### src/rtl/wwrx_pkg.sv
package wwrx_pkg;

    localparam int SAMPLE_W = 14;
    localparam int CHIP_W   = 2;
    localparam int COEF_W   = 10;
    localparam int WIN_LEN  = 10;
    localparam int IDX_W    = $clog2(WIN_LEN);
    localparam int PROD1_W  = SAMPLE_W + CHIP_W;
    localparam int PROD2_W  = PROD1_W + COEF_W;
    localparam int ACC_W    = PROD2_W + $clog2(WIN_LEN);

    typedef enum logic [1:0] {
        W_OPEN  = 2'd0,
        W_FILL  = 2'd1,
        W_CLOSE = 2'd2
    } win_state_t;

    // Wavelet template, one signed value per window position.
    function automatic logic signed [COEF_W-1:0] wavelet_coef(input logic [IDX_W-1:0] pos);
        logic signed [COEF_W-1:0] v;
        case (pos)
            4'd0:    v = 10'sd4;
            4'd1:    v = 10'sd7;
            4'd2:    v = -10'sd21;
            4'd3:    v = 10'sd28;
            4'd4:    v = -10'sd76;
            4'd5:    v = -10'sd21;
            4'd6:    v = 10'sd195;
            4'd7:    v = -10'sd76;
            4'd8:    v = -10'sd104;
            4'd9:    v = 10'sd59;
            default: v = '0;
        endcase
        return v;
    endfunction

endpackage

### src/rtl/wwrx_seq.sv
module wwrx_seq
    import wwrx_pkg::*;
#(
    parameter int LEN = WIN_LEN,
    localparam int IW = $clog2(LEN)
) (
    input  logic          clk,
    input  logic          rst,
    input  logic          in_valid,
    output logic [IW-1:0] pos,
    output logic          win_first,
    output logic          win_last,
    output logic          trig
);

    win_state_t    state_q, state_d;
    logic [IW-1:0] pos_q;
    logic          trig_q;

    // Next-state logic: moves only on accepted samples.
    always_comb begin
        state_d = state_q;
        unique case (state_q)
            W_OPEN:  if (in_valid) state_d = W_FILL;
            W_FILL:  if (in_valid && pos_q == IW'(LEN - 2)) state_d = W_CLOSE;
            W_CLOSE: if (in_valid) state_d = W_OPEN;
            default: state_d = W_OPEN;
        endcase
    end

    // State register and window position.
    always_ff @(posedge clk) begin
        if (rst) begin
            state_q <= W_OPEN;
            pos_q   <= '0;
        end else if (in_valid) begin
            state_q <= state_d;
            pos_q   <= (state_q == W_CLOSE) ? '0 : pos_q + 1'b1;
        end
    end

    // Registered outputs.
    always_ff @(posedge clk) begin
        if (rst) begin
            trig_q <= 1'b0;
        end else begin
            trig_q <= in_valid && (state_q == W_CLOSE);
        end
    end

    assign pos       = pos_q;
    assign win_first = (state_q == W_OPEN);
    assign win_last  = (state_q == W_CLOSE);
    assign trig      = trig_q;

endmodule

### src/rtl/wwrx_mac.sv
module wwrx_mac
    import wwrx_pkg::*;
#(
    parameter int SW = SAMPLE_W,
    parameter int CW = CHIP_W,
    parameter int KW = COEF_W,
    parameter int AW = ACC_W,
    localparam int P1W = SW + CW,
    localparam int P2W = P1W + KW
) (
    input  logic                 clk,
    input  logic                 rst,
    input  logic                 in_valid,
    input  logic signed [SW-1:0] in_sample,
    input  logic signed [CW-1:0] in_chip,
    input  logic signed [KW-1:0] in_coef,
    input  logic                 in_first,
    input  logic                 in_last,
    output logic                 dec_bit,
    output logic                 dec_done
);

    // Stage 1: sample x chip.
    logic                  v1_q, f1_q, l1_q;
    logic signed [P1W-1:0] p1_q;
    logic signed [KW-1:0]  k1_q;
    logic signed [P1W-1:0] s_ext, c_ext, mul1;

    always_comb begin
        s_ext = P1W'(in_sample);
        c_ext = P1W'(in_chip);
        mul1  = s_ext * c_ext;
    end

    always_ff @(posedge clk) begin
        if (rst) begin
            v1_q <= 1'b0;
            f1_q <= 1'b0;
            l1_q <= 1'b0;
            p1_q <= '0;
            k1_q <= '0;
        end else begin
            v1_q <= in_valid;
            f1_q <= in_first;
            l1_q <= in_last;
            p1_q <= mul1;
            k1_q <= in_coef;
        end
    end

    // Stage 2: product x wavelet coefficient.
    logic                  v2_q, f2_q, l2_q;
    logic signed [P2W-1:0] p2_q;
    logic signed [P2W-1:0] a_ext, k_ext, mul2;

    always_comb begin
        a_ext = P2W'(p1_q);
        k_ext = P2W'(k1_q);
        mul2  = a_ext * k_ext;
    end

    always_ff @(posedge clk) begin
        if (rst) begin
            v2_q <= 1'b0;
            f2_q <= 1'b0;
            l2_q <= 1'b0;
            p2_q <= '0;
        end else begin
            v2_q <= v1_q;
            f2_q <= f1_q;
            l2_q <= l1_q;
            p2_q <= mul2;
        end
    end

    // Stage 3: accumulate and decide on the sign.
    logic signed [AW-1:0] acc_q, addend, sum_d;
    logic                 bit_q, done_q;

    always_comb begin
        addend = AW'(p2_q);
        sum_d  = f2_q ? addend : acc_q + addend;
    end

    always_ff @(posedge clk) begin
        if (rst) begin
            acc_q  <= '0;
            bit_q  <= 1'b0;
            done_q <= 1'b0;
        end else begin
            done_q <= v2_q && l2_q;
            if (v2_q) begin
                acc_q <= sum_d;
                if (l2_q) bit_q <= ~sum_d[AW-1];
            end
        end
    end

    assign dec_bit  = bit_q;
    assign dec_done = done_q;

endmodule

### src/rtl/wwrx_top.sv
module wwrx_top
    import wwrx_pkg::*;
(
    input  logic                clk,
    input  logic                rst,
    input  logic                in_valid,
    input  logic [SAMPLE_W-1:0] in_sample,
    input  logic [CHIP_W-1:0]   in_chip,
    output logic                win_trig,
    output logic                bit_out,
    output logic                bit_done
);

    logic [IDX_W-1:0]         pos;
    logic                     first, last;
    logic signed [COEF_W-1:0] coef;

    wwrx_seq #(.LEN(WIN_LEN)) u_seq (
        .clk       (clk),
        .rst       (rst),
        .in_valid  (in_valid),
        .pos       (pos),
        .win_first (first),
        .win_last  (last),
        .trig      (win_trig)
    );

    assign coef = wavelet_coef(pos);

    wwrx_mac #(
        .SW (SAMPLE_W),
        .CW (CHIP_W),
        .KW (COEF_W),
        .AW (ACC_W)
    ) u_mac (
        .clk       (clk),
        .rst       (rst),
        .in_valid  (in_valid),
        .in_sample ($signed(in_sample)),
        .in_chip   ($signed(in_chip)),
        .in_coef   (coef),
        .in_first  (first),
        .in_last   (last),
        .dec_bit   (bit_out),
        .dec_done  (bit_done)
    );

endmodule

### config.mk
export PLATFORM = sky130hd
export DESIGN_NAME = wwrx_top
export DESIGN_NICKNAME = d
export VERILOG_FILES = /design/src/rtl/wwrx_pkg.sv /design/src/rtl/wwrx_seq.sv /design/src/rtl/wwrx_mac.sv /design/src/rtl/wwrx_top.sv
export SDC_FILE = /design/constraint.sdc
export NUM_CORES = 1
export LEC_CHECK = 0
export BUFFER_PORTS_ARGS = -buffer_cell sky130_fd_sc_hd__buf_4
export CAP_MARGIN = 20
export CORE_AREA = 5 5 168 170
export CTS_CLUSTER_DIAMETER = 40
export DETAILED_ROUTE_END_ITERATION = 16
export DIE_AREA = 0 0 173 175
export PLACE_DENSITY = 0.58
export SYNTH_ARGS = -nofsm -noshare
export SYNTH_HDL_FRONTEND = slang
export SYNTH_SLANG_ARGS = --single-unit
export TNS_END_PERCENT = 10
### constraint.sdc
create_clock -name clk -period 8 [get_ports clk]
set_input_delay 0.4 -clock clk [delete_from_list [all_inputs] [get_ports clk]]
set_output_delay 0.4 -clock clk [all_outputs]
set_load 0.03 [all_outputs]
==> results of run 1 <==
## layout by cell type (no fill, tap or decap), drive strengths merged, types with 21 or more instances in the layout
| master | instances |
|---|---|
| and2 | 57 |
| ha | 119 |
| buf | 24 |
| nand2 | 153 |
| o21ai | 35 |
| xnor2 | 35 |
| nand3 | 23 |
| dfxtp | 95 |
| a21oi | 54 |
| a21o | 23 |
| nor2b | 45 |
| nor3 | 21 |
| nor2 | 84 |
| fa | 143 |
| inv | 234 |
## how the worst max path moves through the flow
stage | startpoint | to | slack (ps)
2_1_floorplan | u_mac.k1_q[8] | u_mac.p2_q[19] | 2620
3_3_place_gp | u_mac.k1_q[8] | u_mac.p2_q[19] | 2160
3_5_place_dp | u_mac.k1_q[8] | u_mac.p2_q[25] | 1990
4_1_cts | u_mac.k1_q[8] | u_mac.p2_q[25] | 1980
5_1_grt | u_mac.k1_q[8] | u_mac.p2_q[19] | 1640
6_report | u_mac.k1_q[8] | u_mac.p2_q[19] | 2000
## logic make-up after synthesis
group	synth area share, %
simple gates	19.2
buf+inv	9.58
fa+ha+maj	37.0
compound gates	13.4
flops	16.2
xor+xnor	3.36
mux	1.24
## per-layer routing
metal / GRT usage (%) / up-vias / routed length (µm)
li1: - / 4426 / -
met1: 23.1 / 4233 / 12000
met2: 30.2 / 78 / 11800
met3: 2.03 / 20 / 468
met4: 3.69 / 0 / 342
met5: 0 / - / 0
## worst max-delay path: cells and delay by family, from the launching register on
| kind | cells | cell delay (ps) |
|---|---|---|
| AOI/OAI and AO/OA | 6 | 1480 |
| and+or+nand+nor | 2 | 400 |
| adders and majority gates | 6 | 2860 |
| muxes | 1 | 140 |
| buffers and inverters | 2 | 90 |
| DFF | 1 | 910 |
## layout make-up
| class | instances | area share, % |
|---|---|---|
| inverter | 232 | 7.01 |
| clock inverter | 7 | 0.715 |
| clock buffer | 9 | 1.81 |
| antenna | 1 | 0.0202 |
| tap | 341 | 3.44 |
| sequential | 95 | 15.3 |
| multi-input combinational | 999 | 70.2 |
| timing repair buffer | 24 | 1.45 |
## where the power goes
group | leakage (nW) | switching (mW) | internal [mW] | total, mW
clock network | 0.150 | 0.211 | 0.249 | 0.460
registers | 0.778 | 0.0537 | 0.510 | 0.563
logic | 5.25 | 0.262 | 0.190 | 0.452
total | 6.17 | 0.527 | 0.949 | 1.48
## state kept, by name (all words and copies together), names as in the netlist
register	cells
u_mac.l2_q	1
u_mac.l1_q	1
u_mac.p2_q	26
u_seq.state_q	2
u_mac.dec_bit	1
u_mac.v1_q	1
u_mac.v2_q	1
u_mac.k1_q	8
u_mac.p1_q	16
u_mac.f2_q	1
u_mac.f1_q	1
u_mac.dec_done	1
u_seq.pos	4
u_seq.trig	1
u_mac.acc_q	30
==> results.md, run 1 <==
- Post-synth design cell area: 11700 µm²
- Crit Path Max Fanout: 33
- Maximum buffer depth of the clock tree: 2
- Crit path largest cell delay: 910 ps
- Critical path's slowest cell: dfxtp_1
- Post-route setup TNS: 0 ps
- Post-CTS setup buffers: 0
- FP Rows: 60
- PwrDens: 119 nW/µm²
- Starting Density: between 40% and 50%
- Chip width: around 170 µm
- CP Class: reg -> reg
- CTS tree: yes
- Clock Skews: 14.2 ps
- Crit path DAT: around 6200 ps
- CP startpoint kind: flip-flop
- Hold Crit Endpoint: u_mac.p1_q[0]
- Normalized max-slew margin: between 40% and 50%
- Antenna viol nets, final: 0
- Vias after detailed routing: a little under 9000
- Leak: 6.17 nW
- Post-Syn Instances: between 1000 and 1500
- Finished Cell Area: 12400 µm²
- Layout area overhead: 5.71%
- Worst vdd rail ir drop: about 80 µV
- Post-layout nets: between 1500 and 2000
- Leading area contributor after synthesis: fa_1
- Seq/Total Area, Yosys: between 15 and 20%
- Hold-fix buffers, CTS: 0
- Flop2flop setup slack: approximately 2000 ps
- Largest net degree at the start of global routing: 63
- Worst Tran Pin Value: ~900 ps
- Clk root buf: clkbuf_16
- Share of cells above drive strength 1: under 10%
- H-tree depth: 3
- Vias per cell: 5.13
- Cell mode on critical path: fa_1
- Avg Cell Area, Syn: approximately 8.5 µm²
- Syn nets: 1664
- Io pins: 22
- Synth top cells by count: inv_1 (231), nand2_1 (153), fa_1 (143)
- #FFs+latches synth: between 90 and 100
- Crit-path cells: nor2b_1, fa_1, fa_1, fa_1, fa_1, inv_1, fa_1, inv_1, ha_1, a211oi_1, o211ai_1, a221o_1, a21oi_2, o21ai_1, a2111oi_2, nor3_1, mux2i_1
- CTS resizes: 0
- # DRC: 0
- Area of the multi-input gates: 8720 µm²
- Final hold slack: 282 ps
- Final Slew Violations: 0
- Wire length per cell: 14.4 µm
- CP endpoint kind: flip-flop
- Top cell type's share of synthesized area: 24.4%
- Post-Layout Cell Count: between 1500 and 2000
- Most common cell in the synthesized netlist: inv_1
- Final HPWL DP: between 15000 and 20000 µm
- Critical R2R Launch: u_mac.k1_q[8]
- Main synth FF type: dfxtp_1
- Async S/R FF share, synth: 0%
- Core area: 26600 µm²
- Clk pin slew, worst setup/hold paths: roughly 70 ps
- Post-synth EDFFs: 0
- Final period utilization: between 70% and 80%
- Max Fclk: about 0.17 GHz
- Min Tclk post-route: 6000 ps
- Hold Fails Final Rpt: 0
- Status: completed
- Remaining global-route overflow: 0
- Ranking of synthesized cells by area: fa_1 (24%), dfxtp_1 (16%), ha_1 (13%)
- Filler instances: roughly 2600
- WP data required: a little over 8000 ps
- First drt pass iteration count: 4
- CTS buffer count: 9
- Post-Route WL: around 25000 µm
- R2R Path End: u_mac.p2_q[19]
- HP Class: in -> reg
- Yosys warns: 0
- Reg2Reg Depth: 17
- Vias in the first global route: a little over 9000
- Port Buffers: 21
- Final setup margin: 2000 ps
- Final setup fails: 0
- Clk sinks: 95
- Worst skew pair latency: roughly 360 ps
- Sequential Area: 1900 µm²
- First-pass GRT wire length: 44100 µm
- Util after Layout: a little under half
- Power Total: 1.48 mW
- Setup slack at placement: 1990 ps
- Placement Cell Area: 12100 µm²
- Placed insts: 1691
- Max-cap violations: 0
- Initial antenna violation count: 0
- First DRT Iteration DRCs: roughly 340
- GRT Total Usage: between 15 and 20%
- Placer Congestion: between 0.8 and 0.9
- Hold Path Origin: in_sample[0]
- Die footprint: 30300 µm²
- Synth unique cells: slightly above 70
- RSZ-0062 raised after global routing: false
- Die height: between 150 and 200 µm
- Worst hold stages: 2
Note: power is estimated with default switching activity, not from simulation.
==> run 2: changes to the inputs <==
Settings changed: ABC_AREA set to 1, CORE_AREA 5 5 168 170 to 5 5 171 173, DIE_AREA 0 0 173 175 to 0 0 176 178.
Clock period 8 ns to 6.15 ns, I/O delays scaled along.
==> results.md, run 2 <==
- Status: completed
- Crit Path Max Fanout: 16 (-52%)
- Sequential Area: 1900 µm² (about the same)
- Clock Power Share: 30.4% (-0.8 points)
- Max Fclk: 0.183 GHz (+10%)
- Top reg by flops: u_mac.acc_q
- Crit path largest cell delay: 700 ps (-210 ps)
- Initial antenna violation count: 0 (unchanged)
- Final setup margin: 695 ps (-1300 ps)
- WL met2: 14300 µm (+21%)
- CTS resizes: 0 (unchanged)
- Commonest non-fill, non-tap cell in the layout: nand2_1
- Placed insts: 2046 (+21%)
- #FFs+latches synth: 95 (unchanged)
- Met3 Wirelength: 737 µm (+57%)
- Clk sinks: 95 (unchanged)
- Final period utilization: 88.7% (+14 points)
- Leading area contributor after synthesis: fa_1
- Normalized max-slew margin: 44.1% (+4.0 points)
- Critical path's slowest cell: dfxtp_1
- Main synth FF type: dfxtp_1
- Internal power: 1.19 mW (+26%)
- Combinational Power Share: 31.3% (+0.7 points)
- Vias in the first global route: 10400 (+13%)
- Post-synth design cell area: 12100 µm² (+3.3%)
- First-pass GRT wire length: 51000 µm (+16%)
- Remaining global-route overflow: 0 (unchanged)
- Io pins: 22 (unchanged)
- Sw Share: 38.5% (+2.8 points)
- Die height: 178 µm (+1.7%)
- Synth Area in Compound Gates: 11.0% (-2.4 points)
- H-tree depth: 3 (unchanged)
- Synth unique cells: 36 (-50%)
- Largest net degree at the start of global routing: 56 (-11%)
- CP endpoint kind: flip-flop
- Avg Cell Area, Syn: 7.00 µm² (-18%)
- Worst Tran Pin Value: 837 ps (-59.9 ps)
- Switch Pwr: 0.746 mW (+42%)
- RSZ-0062 raised after global routing: false
- Yosys warns: 0 (unchanged)
- Share of cells above drive strength 1: 3.61% (-1.8 points)
- Leading cell types in the layout, fill and taps excluded: nand2_1 (414), inv_1 (373), nor2_1 (144), fa_1 (143), a21oi_1 (135)
- Number of buffers and inverters on the critical path: 3 (+1)
- First DRT Iteration DRCs: 536 (+59%)
- Placer Congestion: 0.900 (+8.0%)
- Vias after detailed routing: 10200 (+16%)
- Min Tclk post-route: 5460 ps (-545 ps)
- Post-synthesis mux area share: 0% (-1.2 points)
- Adder-Cell Fraction of Synth Area: 35.9% (-1.2 points)
- Crit-path cells: nand2_1, inv_1, fa_1, fa_1, fa_1, fa_1, inv_1, fa_1, inv_1, ha_1, nand2_1, nor4_1, nand4_1, nand3_1, o21ai_0, a21oi_1
- Crit path DAT: 5730 ps (-500 ps)
- Clock Skews: 11.7 ps (-2.46 ps)
- Chip width: 176 µm (+1.7%)
- Leak: 7.16 nW (+16%)
- Die footprint: 31300 µm² (+3.5%)
- Finished Cell Area: 12800 µm² (+3.4%)
- Max reg flops: 30 (unchanged)
- Post-synth EDFFs: 0 (unchanged)
- Post-layout nets: 1992 (+21%)
- CTS tree: yes
- Highest routed layer: met4
- Top cell type's share of synthesized area: 23.6% (-0.77 points)
- Post-Synth XOR/XNOR Area: 1.30% (-2.1 points)
- Maximum buffer depth of the clock tree: 2 (unchanged)
- Post-route setup TNS: 0 ps (unchanged)
- Final Slew Violations: 0 (unchanged)
- Filler instances: 2931 (+11%)
- Post-CTS setup buffers: 0 (unchanged)
- Wire length per cell: 14.3 µm (-0.48%)
- Final setup fails: 0 (unchanged)
- Placement Cell Area: 12500 µm² (+3.6%)
- Vias per cell: 4.95 (-3.5%)
- Hold Fails Final Rpt: 0 (unchanged)
- Post-Route WL: 29500 µm (+20%)
- Post-Syn Instances: 1732 (+25%)
- Starting Density: 44.1% (-0.051 points)
- HP Class: in -> reg
- Cell mode on critical path: fa_1
- Top Registers: u_mac.acc_q x30, u_mac.p2_q x26, u_mac.p1_q x16
- Core area: 27500 µm² (+3.4%)
- WL met1: 14000 µm (+17%)
- GRT Total Usage: 19.9% (+2.6 points)
- CTS buffer count: 9 (unchanged)
- Synth top cells by count: nand2_1 (414), inv_1 (373), nor2_1 (144)
- Post-Layout Cell Count: 2062 (+21%)
- PwrDens: 151 nW/µm² (+27%)
- # DRC: 0 (unchanged)
- Seq pwr share: 38.3% (about the same)
- Port Buffers: 21 (unchanged)
- Worst vdd rail ir drop: 120 µV (+51%)
- CP Class: reg -> reg
- Hold-fix buffers, CTS: 0 (unchanged)
- WP data required: 6430 ps (-1800 ps)
- Area of the multi-input gates: 8590 µm² (-1.4%)
- Seq/Total Area, Yosys: 15.7% (-0.51 points)
- Async S/R FF share, synth: 0% (unchanged)
- CP startpoint kind: flip-flop
- Syn nets: 2013 (+21%)
- Synth Area in Simple Gates: 22.7% (+3.5 points)
- CP top delay family: adder cells
- Max-cap violations: 0 (unchanged)
- Final HPWL DP: 24600 µm (+26%)
- Main combinational cell family by area after synthesis: adder cells
- Worst skew pair latency: 360 ps (about the same)
- Power Total: 1.94 mW (+31%)
- Layout area overhead: 5.83%
- Clk root buf: clkbuf_16
- First drt pass iteration count: 5 (+1)
- FP Rows: 61 (+1.7%)
- Most common cell in the synthesized netlist: nand2_1
- Clk pin slew, worst setup/hold paths: 70 ps (about the same)
- Inserted Diodes: 0 (-1)
- Antenna viol nets, final: 0 (unchanged)
- Setup slack at placement: 672 ps (-1320 ps)
- Ranking of synthesized cells by area: fa_1 (24%), dfxtp_1 (16%), nand2_1 (13%)
## run 2: cell type report
class	count	area share, %
clock buffers	10	1.86
clock inverters	6	0.497
inverters	378	11.1
multi-input cells	1202	66.9
flip-flops and latches	95	14.8
well taps	346	3.37
repair buffers	25	1.46
## run 2: worst register-to-register path: stages, from the launching register on
cell and delay, ps:
dfxtp_1 700, nand2_1 280, inv_1 370, fa_1 500, fa_1 530, fa_1 440, fa_1 540, inv_1 50
fa_1 520, inv_1 40, ha_1 380, nand2_1 130, nor4_1 370, nand4_1 160, nand3_1 150, o21ai_0 90
a21oi_1 150
## run 2: metal layers
| metal | vias to the layer above | global-route usage (%) |
|---|---|---|
| met2 | 121 | 35.5 |
| met5 | - | 0 |
| met3 | 30 | 2.42 |
| li1 | 5249 | - |
| met1 | 4798 | 25.8 |
| met4 | 0 | 4.84 |
## run 2: path summary, 6_finish.rpt
| path | depth (start not counted) | endpoint | slack [ps] | from |
|---|---|---|---|---|
| max | 16 | u_mac.p2_q[23] | 690 | u_mac.k1_q[1] |
| min | 3 | u_mac.p1_q[0] | 180 | in_sample[0] |
| max reg2reg | 16 | u_mac.p2_q[23] | 690 | u_mac.k1_q[1] |
| min reg2reg | 2 | u_mac.f2_q | 400 | u_mac.f1_q |
## run 2: power groups by stage
stage	registers (mW)	logic (mW)	clock network [mW]
final	0.741	0.607	0.590
after global placement	0.754	0.605	0
after global routing	0.749	0.716	0.633
after CTS	0.740	0.615	0.609
after floorplan	0.697	0.508	0
after detailed placement	0.755	0.610	0
## run 2: cells by family after synthesis
group / Yosys count
adders and majority gates: 262
DFF: 95
buffers and inverters: 435
AOI/OAI and AO/OA: 247
xor gates and xnor gates: 18
and+or+nand+nor: 675
## run 2: stage by stage
step	util [%]	hold slack [ps]
finish	46.7	177
CTS	46.7	169
detailed placement	45.6	394
floorplan	-	388
global route	46.7	172
global placement	45.6	392
==> run 3: changes to the inputs <==
--- a/config.mk
+++ b/config.mk
@@ -10,4 +10,5 @@
 export CAP_MARGIN = 20
 export CORE_AREA = 5 5 171 173
+export CTS_BUF_LIST = sky130_fd_sc_hd__clkbuf_16
 export CTS_CLUSTER_DIAMETER = 40
 export DETAILED_ROUTE_END_ITERATION = 16
==> constraint.sdc (replaced) <==
create_clock -name clk -period 6.15 [get_ports clk]
set_input_delay 0.3075 -clock clk [delete_from_list [all_inputs] [get_ports clk]]
set_output_delay 0.3075 -clock clk [all_outputs]
set_load 0.02 [all_outputs]
==> results.md, run 3 (synthesis results as in run 2) <==
- Final period utilization: 88.8% (about the same)
- Clock Skews: 12.5 ps (+0.771 ps)
- # DRC: 0 (unchanged)
- Post-route setup TNS: 0 ps (unchanged)
- Inserted Diodes: 0 (unchanged)
- Top reg by flops: u_mac.acc_q
- Commonest non-fill, non-tap cell in the layout: nand2_1
- Die footprint: 31300 µm² (unchanged)
- Hold Fails Final Rpt: 0 (unchanged)
- Post-layout nets: 1992 (unchanged)
- Normalized max-slew margin: 44.1% (about the same)
- Seq pwr share: 38.5% (+0.2 points)
- First drt pass iteration count: 5 (unchanged)
- Critical R2R Launch: u_mac.k1_q[1]
- Critical path's slowest cell: dfxtp_1
- Sw Share: 38.8% (+0.23 points)
- RSZ-0062 raised after global routing: false
- Io pins: 22 (unchanged)
- Post-Route WL: 29500 µm (about the same)
- Remaining global-route overflow: 0 (unchanged)
- First DRT Iteration DRCs: 536 (unchanged)
- Leak: 7.15 nW (about the same)
- First-pass GRT wire length: 51000 µm (unchanged)
- Worst hold stages: 3 (unchanged)
- Max-cap violations: 0 (unchanged)
- Clock Power Share: 30.0% (-0.4 points)
- Sequential Area: 1900 µm² (unchanged)
- Worst skew pair latency: 360 ps (about the same)
- Crit-path cells: nand2_1, inv_1, fa_1, fa_1, fa_1, fa_1, inv_1, fa_1, inv_1, ha_1, nand2_1, nor4_1, nand4_1, nand3_1, o21ai_0, a21oi_1
- Area of the multi-input gates: 8590 µm² (unchanged)
- Switch Pwr: 0.746 mW (about the same)
- PwrDens: 150 nW/µm² (-0.60%)
- Starting Density: 44.1% (unchanged)
- Worst Tran Pin Value: 837 ps (-0.0271 ps)
- Combinational Power Share: 31.5% (+0.2 points)
- WP data required: 6430 ps (about the same)
- CP endpoint kind: flip-flop
- Post-CTS setup buffers: 0 (unchanged)
- Clk sinks: 95 (unchanged)
- CP Class: reg -> reg
- Post-Layout Cell Count: 2062 (unchanged)
- CTS buffer count: 9 (unchanged)
- Setup slack at placement: 672 ps (unchanged)
- Final Slew Violations: 0 (unchanged)
- Port Buffers: 21 (unchanged)
- Placer Congestion: 0.900 (unchanged)
- Flop2flop setup slack: 690 ps (about the same)
- Reg2Reg Depth: 16 (unchanged)
- Placed insts: 2046 (unchanged)
- Hold-fix buffers, CTS: 0 (unchanged)
- Worst vdd rail ir drop: 120 µV (-0.24%)
- Share of cells above drive strength 1: 3.55% (-0.058 points)
- Max reg flops: 30 (unchanged)
- Crit path DAT: 5740 ps (about the same)
- CTS tree: yes
- Chip width: 176 µm (unchanged)
- FP Rows: 61 (unchanged)
- H-tree depth: 3 (unchanged)
- CP startpoint kind: flip-flop
- Crit Path Max Fanout: 16 (unchanged)
- Final setup fails: 0 (unchanged)
- HP Class: in -> reg
- Final setup margin: 691 ps (-4.18 ps)
- Wire length per cell: 14.3 µm (about the same)
- Hold Crit Endpoint: u_mac.p1_q[0]
- Largest net degree at the start of global routing: 56 (unchanged)
- R2R Path End: u_mac.p2_q[23]
- Min Tclk post-route: 5460 ps (+4.18 ps)
- GRT Total Usage: 19.9% (unchanged)
- Max Fclk: 0.183 GHz (about the same)
- Hold Path Origin: in_sample[0]
- Clk root buf: clkbuf_16
- Vias in the first global route: 10400 (unchanged)
- Vias per cell: 4.94 (about the same)
- Status: completed
- Top Registers: u_mac.acc_q x30, u_mac.p2_q x26, u_mac.p1_q x16
- Layout area overhead: 5.75% (about the same)
- Leading cell types in the layout, fill and taps excluded: nand2_1 (414), inv_1 (373), nor2_1 (144), fa_1 (143), a21oi_1 (135)
- Antenna viol nets, final: 0 (unchanged)
- CTS resizes: 0 (unchanged)
- Initial antenna violation count: 0 (unchanged)
- Die height: 178 µm (unchanged)
- Filler instances: 2935 (+0.14%)
- Internal power: 1.18 mW (-1.0%)
- Maximum buffer depth of the clock tree: 2 (unchanged)
- Final HPWL DP: 24600 µm (unchanged)
- Clk pin slew, worst setup/hold paths: 70 ps (about the same)
- Crit path largest cell delay: 700 ps (about the same)
- Vias after detailed routing: 10200 (-0.059%)
- Core area: 27500 µm² (unchanged)
- Cell mode on critical path: fa_1
==> run 3: changes by cell type in the layout (fill, tap and decap cells not counted), sizes merged <==
cell and delta:
clkinv +1, clkbuf -1
==> run 3: per-layer routing <==
metal	vias to the layer above	track usage (%)	part of all wire (%)
li1	5248	-	-
met1	4796	25.8	47
met2	118	35.5	48
met3	30	2.42	2.4
met4	0	4.84	1.8
met5	-	0	0
==> run 3: final cells by class <==
| type | instances | share of cell area (%) |
|---|---|---|
| sequential | 95 | 14.8 |
| tap | 346 | 3.37 |
| clock buffer | 9 | 1.76 |
| timing repair buffer | 25 | 1.46 |
| inverter | 378 | 11.1 |
| clock inverter | 7 | 0.527 |
| multi-input combinational | 1202 | 67.0 |
==> run 3: critical path: cells and delay by family, from the launching register on <==
kind	cells	cell delay, ps
AO/OA/AOI/OAI	2	240
AND/OR/NAND/NOR	5	1080
adder cells (fa/ha/maj)	6	2910
flip-flops	1	700
buffers and inverters	3	460
==> run 3: worst max path at each step <==
stage / from / end / cells past startpoint
after floorplan: u_mac.k1_q[1] / u_mac.p2_q[24] / 18
after global placement: u_mac.k1_q[1] / u_mac.p2_q[25] / 20
after detailed placement: u_mac.k1_q[1] / u_mac.p2_q[25] / 20
after CTS: u_mac.k1_q[1] / u_mac.p2_q[25] / 21
after global routing: u_mac.k1_q[1] / u_mac.p2_q[23] / 16
final: u_mac.k1_q[1] / u_mac.p2_q[23] / 16
==> run 3: per-stage QoR <==
| stage | cell area (µm²) | total power, mW | hold slack, ps | util [%] |
|---|---|---|---|---|
| after floorplan | 12100 | 1.21 | 388 | - |
| after global placement | 12500 | 1.36 | 392 | 45.6 |
| after detailed placement | 12500 | 1.37 | 394 | 45.6 |
| after CTS | 12800 | 1.95 | 169 | 46.7 |
| after global routing | 12800 | 2.09 | 172 | 46.7 |
| final | 12800 | 1.92 | 177 | 46.7 |
==> run 3: power groups by stage <==
stage               clock [mW]  combinational [mW]  sequential [mW]
floorplan                    0               0.508            0.697
global placement             0               0.605            0.754
detailed placement           0               0.610            0.755
CTS                      0.596               0.615            0.740
global route             0.620               0.716            0.749
finish                   0.576               0.607            0.741
